## src/rtl/phase_hunt_pkg.sv

```systemverilog
package phase_hunt_pkg;
  typedef enum logic [1:0] {
    PH_IDLE = 2'd0,
    PH_RUN  = 2'd1,
    PH_HOLD = 2'd2
  } ph_state_e;
endpackage

```

## src/rtl/ph_step_timer.sv

```systemverilog
// Divides threshold updates into search steps and counts steps toward the end of the run.
module ph_step_timer #(
  parameter int DIV_W = 8,
  parameter int RUN_W = 16
) (
  input  logic             clk,
  input  logic             rst_n,
  input  logic             clear,
  input  logic             active,
  input  logic             thr_valid,
  input  logic [DIV_W-1:0] div_count,
  input  logic [RUN_W-1:0] run_steps,
  output logic             step_fire,
  output logic             last_step
);
  logic [DIV_W-1:0] div_q;
  logic [RUN_W-1:0] cnt_q;
  logic [RUN_W:0]   cnt_nxt;

  assign cnt_nxt   = {1'b0, cnt_q} + {{RUN_W{1'b0}}, 1'b1};
  assign step_fire = active && thr_valid && (div_q == div_count);
  assign last_step = step_fire && (cnt_nxt == {1'b0, run_steps});

  always_ff @(posedge clk or negedge rst_n) begin
    if (!rst_n) begin
      div_q <= '0;
      cnt_q <= '0;
    end else if (clear) begin
      div_q <= '0;
      cnt_q <= '0;
    end else if (active && thr_valid) begin
      if (div_q == div_count) begin
        div_q <= '0;
        cnt_q <= cnt_nxt[RUN_W-1:0];
      end else begin
        div_q <= div_q + 1'b1;
      end
    end
  end
endmodule

```

## src/rtl/ph_dir_tracker.sv

```systemverilog
// Keeps the previous threshold and decides the search direction for each step.
module ph_dir_tracker #(
  parameter int TH_W = 7
) (
  input  logic            clk,
  input  logic            rst_n,
  input  logic            load,
  input  logic            step_fire,
  input  logic [TH_W-1:0] thr_value,
  output logic            dir_next,
  output logic            dir_q,
  output logic [TH_W-1:0] prev_q
);
  assign dir_next = (thr_value < prev_q) ? ~dir_q : dir_q;

  always_ff @(posedge clk or negedge rst_n) begin
    if (!rst_n) begin
      dir_q  <= 1'b1;
      prev_q <= '0;
    end else if (load) begin
      dir_q  <= 1'b1;
      prev_q <= thr_value;
    end else if (step_fire) begin
      dir_q  <= dir_next;
      prev_q <= thr_value;
    end
  end
endmodule

```

## src/rtl/ph_sat_accum.sv

```systemverilog
// Saturating up/down accumulator whose upper bits form the phase offset.
module ph_sat_accum #(
  parameter int ACC_W  = 24,
  parameter int STEP_W = 20,
  parameter int KA_W   = 7
) (
  input  logic              clk,
  input  logic              rst_n,
  input  logic              load,
  input  logic [KA_W-1:0]   load_ka,
  input  logic              step_fire,
  input  logic              go_up,
  input  logic [STEP_W-1:0] step_size,
  output logic [KA_W-1:0]   ka
);
  localparam int EXT_W = ACC_W - STEP_W + 1;
  localparam int LOW_W = ACC_W - KA_W;

  logic [ACC_W-1:0] acc_q;
  logic [ACC_W-1:0] acc_nxt;
  logic [ACC_W:0]   step_ext;
  logic [ACC_W:0]   sum;
  logic [ACC_W:0]   diff;

  assign step_ext = {{EXT_W{1'b0}}, step_size};
  assign sum      = {1'b0, acc_q} + step_ext;
  assign diff     = {1'b0, acc_q} - step_ext;

  always_comb begin
    if (go_up) acc_nxt = sum[ACC_W]  ? {ACC_W{1'b1}} : sum[ACC_W-1:0];
    else       acc_nxt = diff[ACC_W] ? {ACC_W{1'b0}} : diff[ACC_W-1:0];
  end

  always_ff @(posedge clk or negedge rst_n) begin
    if (!rst_n)         acc_q <= '0;
    else if (load)      acc_q <= {load_ka, {LOW_W{1'b0}}};
    else if (step_fire) acc_q <= acc_nxt;
  end

  assign ka = acc_q[ACC_W-1 -: KA_W];
endmodule

```

## src/rtl/phase_hunt_ctrl.sv

```systemverilog
module phase_hunt_ctrl #(
  parameter int TH_W   = 7,
  parameter int KA_W   = 7,
  parameter int ACC_W  = 24,
  parameter int STEP_W = 20,
  parameter int DIV_W  = 8,
  parameter int RUN_W  = 16
) (
  input  logic              clk,
  input  logic              rst_n,
  input  logic              enable,
  input  logic [KA_W-1:0]   static_ka,
  input  logic [STEP_W-1:0] step_size,
  input  logic [DIV_W-1:0]  div_count,
  input  logic [RUN_W-1:0]  run_steps,
  input  logic              thr_valid,
  input  logic [TH_W-1:0]   thr_value,
  output logic [KA_W-1:0]   ka_out,
  output logic              dir_up,
  output logic              busy,
  output logic              done
);
  import phase_hunt_pkg::*;

  ph_state_e       state_q, state_d;
  logic            start;
  logic            active;
  logic            step_fire;
  logic            last_step;
  logic            dir_next;
  logic [TH_W-1:0] prev_thr;
  logic [KA_W-1:0] acc_ka;

  assign start  = (state_q == PH_IDLE) && enable;
  assign active = (state_q == PH_RUN) && enable;

  always_comb begin
    state_d = state_q;
    unique case (state_q)
      PH_IDLE: if (enable) state_d = (run_steps == '0) ? PH_HOLD : PH_RUN;
      PH_RUN: begin
        if (!enable)        state_d = PH_IDLE;
        else if (last_step) state_d = PH_HOLD;
      end
      PH_HOLD: if (!enable) state_d = PH_IDLE;
      default: state_d = PH_IDLE;
    endcase
  end

  always_ff @(posedge clk or negedge rst_n) begin
    if (!rst_n) state_q <= PH_IDLE;
    else        state_q <= state_d;
  end

  ph_step_timer #(.DIV_W(DIV_W), .RUN_W(RUN_W)) u_timer (
    .clk       (clk),
    .rst_n     (rst_n),
    .clear     (start),
    .active    (active),
    .thr_valid (thr_valid),
    .div_count (div_count),
    .run_steps (run_steps),
    .step_fire (step_fire),
    .last_step (last_step)
  );

  ph_dir_tracker #(.TH_W(TH_W)) u_dir (
    .clk       (clk),
    .rst_n     (rst_n),
    .load      (start),
    .step_fire (step_fire),
    .thr_value (thr_value),
    .dir_next  (dir_next),
    .dir_q     (dir_up),
    .prev_q    (prev_thr)
  );

  ph_sat_accum #(.ACC_W(ACC_W), .STEP_W(STEP_W), .KA_W(KA_W)) u_acc (
    .clk       (clk),
    .rst_n     (rst_n),
    .load      (start),
    .load_ka   (static_ka),
    .step_fire (step_fire),
    .go_up     (dir_next),
    .step_size (step_size),
    .ka        (acc_ka)
  );

  assign ka_out = (state_q == PH_IDLE) ? static_ka : acc_ka;
  assign busy   = (state_q == PH_RUN);
  assign done   = (state_q == PH_HOLD);
endmodule

```

## config.mk

```make
export PLATFORM = sky130hd
export DESIGN_NAME = phase_hunt_ctrl
export DESIGN_NICKNAME = d
export VERILOG_FILES = /design/src/rtl/phase_hunt_pkg.sv /design/src/rtl/ph_step_timer.sv /design/src/rtl/ph_dir_tracker.sv /design/src/rtl/ph_sat_accum.sv /design/src/rtl/phase_hunt_ctrl.sv
export SDC_FILE = /design/constraint.sdc
export NUM_CORES = 1
export LEC_CHECK = 0
export ABC_AREA = 1
export BUFFER_PORTS_ARGS = -buffer_cell sky130_fd_sc_hd__buf_2
export CAP_MARGIN = 20
export CORE_AREA = 5 5 120 122
export CTS_BUF_LIST = sky130_fd_sc_hd__clkbuf_4 sky130_fd_sc_hd__clkbuf_8 sky130_fd_sc_hd__clkbuf_16
export DETAILED_ROUTE_END_ITERATION = 8
export DIE_AREA = 0 0 125 127
export PLACE_DENSITY = 0.81
export RECOVER_POWER = 100
export SLEW_MARGIN = 20
export SYNTH_ARGS = -nofsm -noshare
export SYNTH_HDL_FRONTEND = slang
export SYNTH_SLANG_ARGS = --single-unit
```

## constraint.sdc

```tcl
create_clock -name clk -period 2.87 [get_ports clk]
set_input_delay 0.861 -clock clk [delete_from_list [all_inputs] [get_ports clk]]
set_output_delay 0.861 -clock clk [all_outputs]
set_load 0.03 [all_outputs]
```

==> flow_metrics.tcl <==
set metrics [dict create \
    num_vias 7798 \
    syn2layout_area_growth_pct 15.7 \
    ys_seq_elements 58 \
    dp_cells 1428 \
    p_leak_uw 0.00441 \
    drc 0 \
    synth_largest_area_cell "dfrtp_1" \
    cts_max_level 3 \
    reg2reg_depth 13 \
    violations "capacitance limit, slew limit" \
    crit_path_max_fanout 9 \
    critPathLaunchType "input pin" \
    finalSetupTns_ps 0 \
    num_rows 42 \
    design_area_um2 8130 \
    yosys.cell_count.top_type "nand2_1" \
    drt_first_pass_iters 6 \
    die_h_um 127 \
    antenna_found_initial 0 \
    path_depth 14 \
    critPathMaxStageDelay_ps 430 \
    clkLatencyLatePin_ps 340 \
    finalSetupViolations 0 \
    status "finished, violations left" \
    clkSinkCount 58 \
    fin_nets 1375 \
    async_flop_share_pct 100 \
    placed_area_um2 7920 \
    synth-edff-count 0 \
    grtUsageTotal_pct 28.1 \
    start_util_pct 53.7 \
    vdd_drop_max_uv 394 \
    die_x_um 125 \
    critPathCaptureType "flop" \
    cts_hold_buf 0 \
    worst_ep_arrival_time_ps 2950 \
    avgSynthCellArea_um2 6.14 \
    numCtsBuffers 9 \
    antenna_cells 0 \
    pin_count 72 \
    power_uw 4800 \
    postCtsSetupBuffers 0 \
    port_buffers 71 \
    synthesis.area_um2 7020 \
    crit_slowest_cell "ha_1" \
    place.gp.congestion 1.03 \
    fin_crit_sh_pct 93.3 \
    hold_viol 0 \
    viasPerCell 5.40 \
    skew_ps 8.91 \
    grt_pass1_wl_um 36400 \
    grt_setup_unrepaired "no" \
    synthTopCellsByCount "nand2_1 (376), inv_1 (165), nor2_1 (113), nand3_1 (79), dfrtp_1 (57)" \
    slew-limit-headroom_pct -13.4 \
    reg2reg_from "u_acc.acc_q[0]" \
    synthCells 1143 \
    maxCapViolations 1 \
    drive_above_1_share_pct 15.3 \
    path_clk_slew_ps 60 \
    root_buffer "clkbuf_16" \
    routedWlPerCell_um 15.3 \
    grt_pass1_vias 7494 \
    timing.rr.end "u_acc.acc_q[0]" \
    holdPathStages 2 \
    layout.cells.non_filler 1444 \
    cts.path.max_buffers 2 \
    synth.yosys.seq_area_share_pct 20.7 \
    netlist_top_cells_area "dfrtp_1 (20%), nand2_1 (20%), inv_1 (8.8%)" \
    dr.first_iter.drc_count 808 \
    cts_resized 0 \
    power-per-cell-area_nw_per_um2 590 \
    crit_buf_inv 4 \
    max_slew.worst_pin.slew_ps 1700 \
    yosys_most_used_dff "dfrtp_1" \
    coreArea_um2 13100 \
    maxSlewViolCount 25 \
    synth_top_area_share_pct 20.3 \
    hold_class "flop to flop" \
    cp_cell_sequence "buf_2, inv_1, ha_1, nand2_1, inv_1, nand2_1, o21bai_1, nand2_1, nand3_1, nor2_4, nor2_2, buf_12, o211ai_1, nand2_1" \
    grt_max_degree 36 \
    grt_overflow_total 0 \
    critical_path.top_delay_family "simple AND/OR/NAND/NOR gates" \
    path_common_cell "nand2_1" \
    post-route-min-period_ps 2680 \
    critPathRequiredTime_ps 3150 \
    cts_tree "yes" \
    routed_wl_um 22100 \
    ys_warn_count 0 \
    crit_end "u_acc.acc_q[12]" \
    ys_types 50 \
    clock.fmax_mhz 373 \
    worstSetupPathType "input pin to flop" \
    synth_nets 1255 \
    worstSetupStartpoint "step_size[4]" \
    die-area_um2 15900 \
    drtAntennaViolNets 0 \
    hpwl_um 17900 \
    ff2ff_setup_slack_ps 370 \
]
-- power by group --
group          internal, uW  leakage (uW)  switching [uW]  total [uW]
combinational           845       0.00349            1690        2540
sequential              947      0.000770             157        1100
clock                   728      0.000148             426        1150
total                  2520       0.00441            2280        4800
-- final cells by class --
| type | count | area [um2] |
|---|---|---|
| tap | 176 | 220 |
| fill | 1312 | 4960 |
| sequential | 58 | 1450 |
| clock buffer | 12 | 260 |
| clock inverter | 4 | 50.0 |
| multi-input combinational | 882 | 4660 |
| inverter | 177 | 667 |
| timing repair buffer | 135 | 815 |
-- worst min path at each step --
stage                    start  slack (ps)               to
6_report       u_dir.prev_q[0]         490  u_dir.prev_q[0]
5_1_grt         u_acc.acc_q[8]         540   u_acc.acc_q[8]
3_3_place_gp   u_dir.prev_q[0]         470  u_dir.prev_q[0]
2_1_floorplan  u_dir.prev_q[0]         450  u_dir.prev_q[0]
3_5_place_dp   u_dir.prev_q[0]         490  u_dir.prev_q[0]
4_1_cts        u_dir.prev_q[0]         500  u_dir.prev_q[0]
-- sequential cells by signal (all words and copies together), names as in the netlist --
register	count
u_acc.acc_q	24
u_timer.cnt_q	16
u_timer.div_q	8
u_dir.prev_q	7
state_q	2
u_dir.dir_q	1
-- cells in the final DEF, fill, tap and decap left out, types with 3 or more instances in the layout --
cell | synthesis | layout
nand2_1 | 376 | 377
inv_1 | 165 | 165
nor2_1 | 113 | 116
nand3_1 | 79 | 82
buf_2 | 14 | 61
dfrtp_1 | 57 | 57
a21oi_1 | 56 | 56
buf_4 | 6 | 56
ha_1 | 48 | 48
o21ai_0 | 34 | 36
xor2_1 | 32 | 32
nand4_1 | 19 | 19
nor3_1 | 14 | 14
clkbuf_1 | 2 | 13
nand2_2 | 12 | 11
inv_2 | 10 | 11
o22ai_1 | 11 | 11
xnor2_1 | 10 | 10
clkbuf_16 | 0 | 9
nor2_2 | 8 | 7
nor2_4 | 7 | 7
o21bai_1 | 6 | 6
a31oi_1 | 5 | 5
o21ai_1 | 6 | 4
nand3b_1 | 4 | 4
clkbuf_2 | 0 | 4
or2_2 | 3 | 3
nor4_1 | 3 | 3
nand3_2 | 5 | 3
a21oi_2 | 3 | 3
-- per-layer routing --
| layer | share of wire, % | vias to the layer above | global-route usage (%) |
|---|---|---|---|
| met1 | 43 | 3536 | 37.0 |
| met2 | 46 | 347 | 46.0 |
| met4 | 3.4 | 0 | 12.6 |
| met5 | 0 | - | 0 |
| met3 | 7.7 | 56 | 4.13 |
| li1 | - | 3859 | - |
-- cells by family (layout without fill, tap and decap cells) --
logic type               Yosys count  in the layout  share of synthesized area [%]
adder cells (fa/ha/maj)           50             50                           9.12
AND/OR/NAND/NOR                  653            653                           41.0
flip-flops                        58             58                           20.7
XOR/XNOR                          44             44                           5.88
AO/OA/AOI/OAI                    135            135                           11.4
buffers and inverters            203            328                           11.9
-- stage by stage --
stage / worst slack (ps) / hold WS, ps / utilization (%)
after detailed placement: -42.7 / 489 / 60.6
after CTS: 283 / 501 / 62.9
after floorplan: 292 / 453 / -
final: 192 / 493 / 62.1
after global routing: 47.8 / 545 / 62.1
after global placement: -16.1 / 472 / 60.6
-- worst reg2reg max path: stages, from the launching register on --
cell and delay [ps]:
dfrtp_1 380, inv_1 70, ha_1 140, inv_1 60
fa_1 430, a21oi_2 210, o21bai_1 140, nand2_1 120
nand3_1 230, nor2_4 220, nor2_2 80, buf_4 150
nand2_1 60, o21ai_0 80
Power figures use the tool's default switching activity.
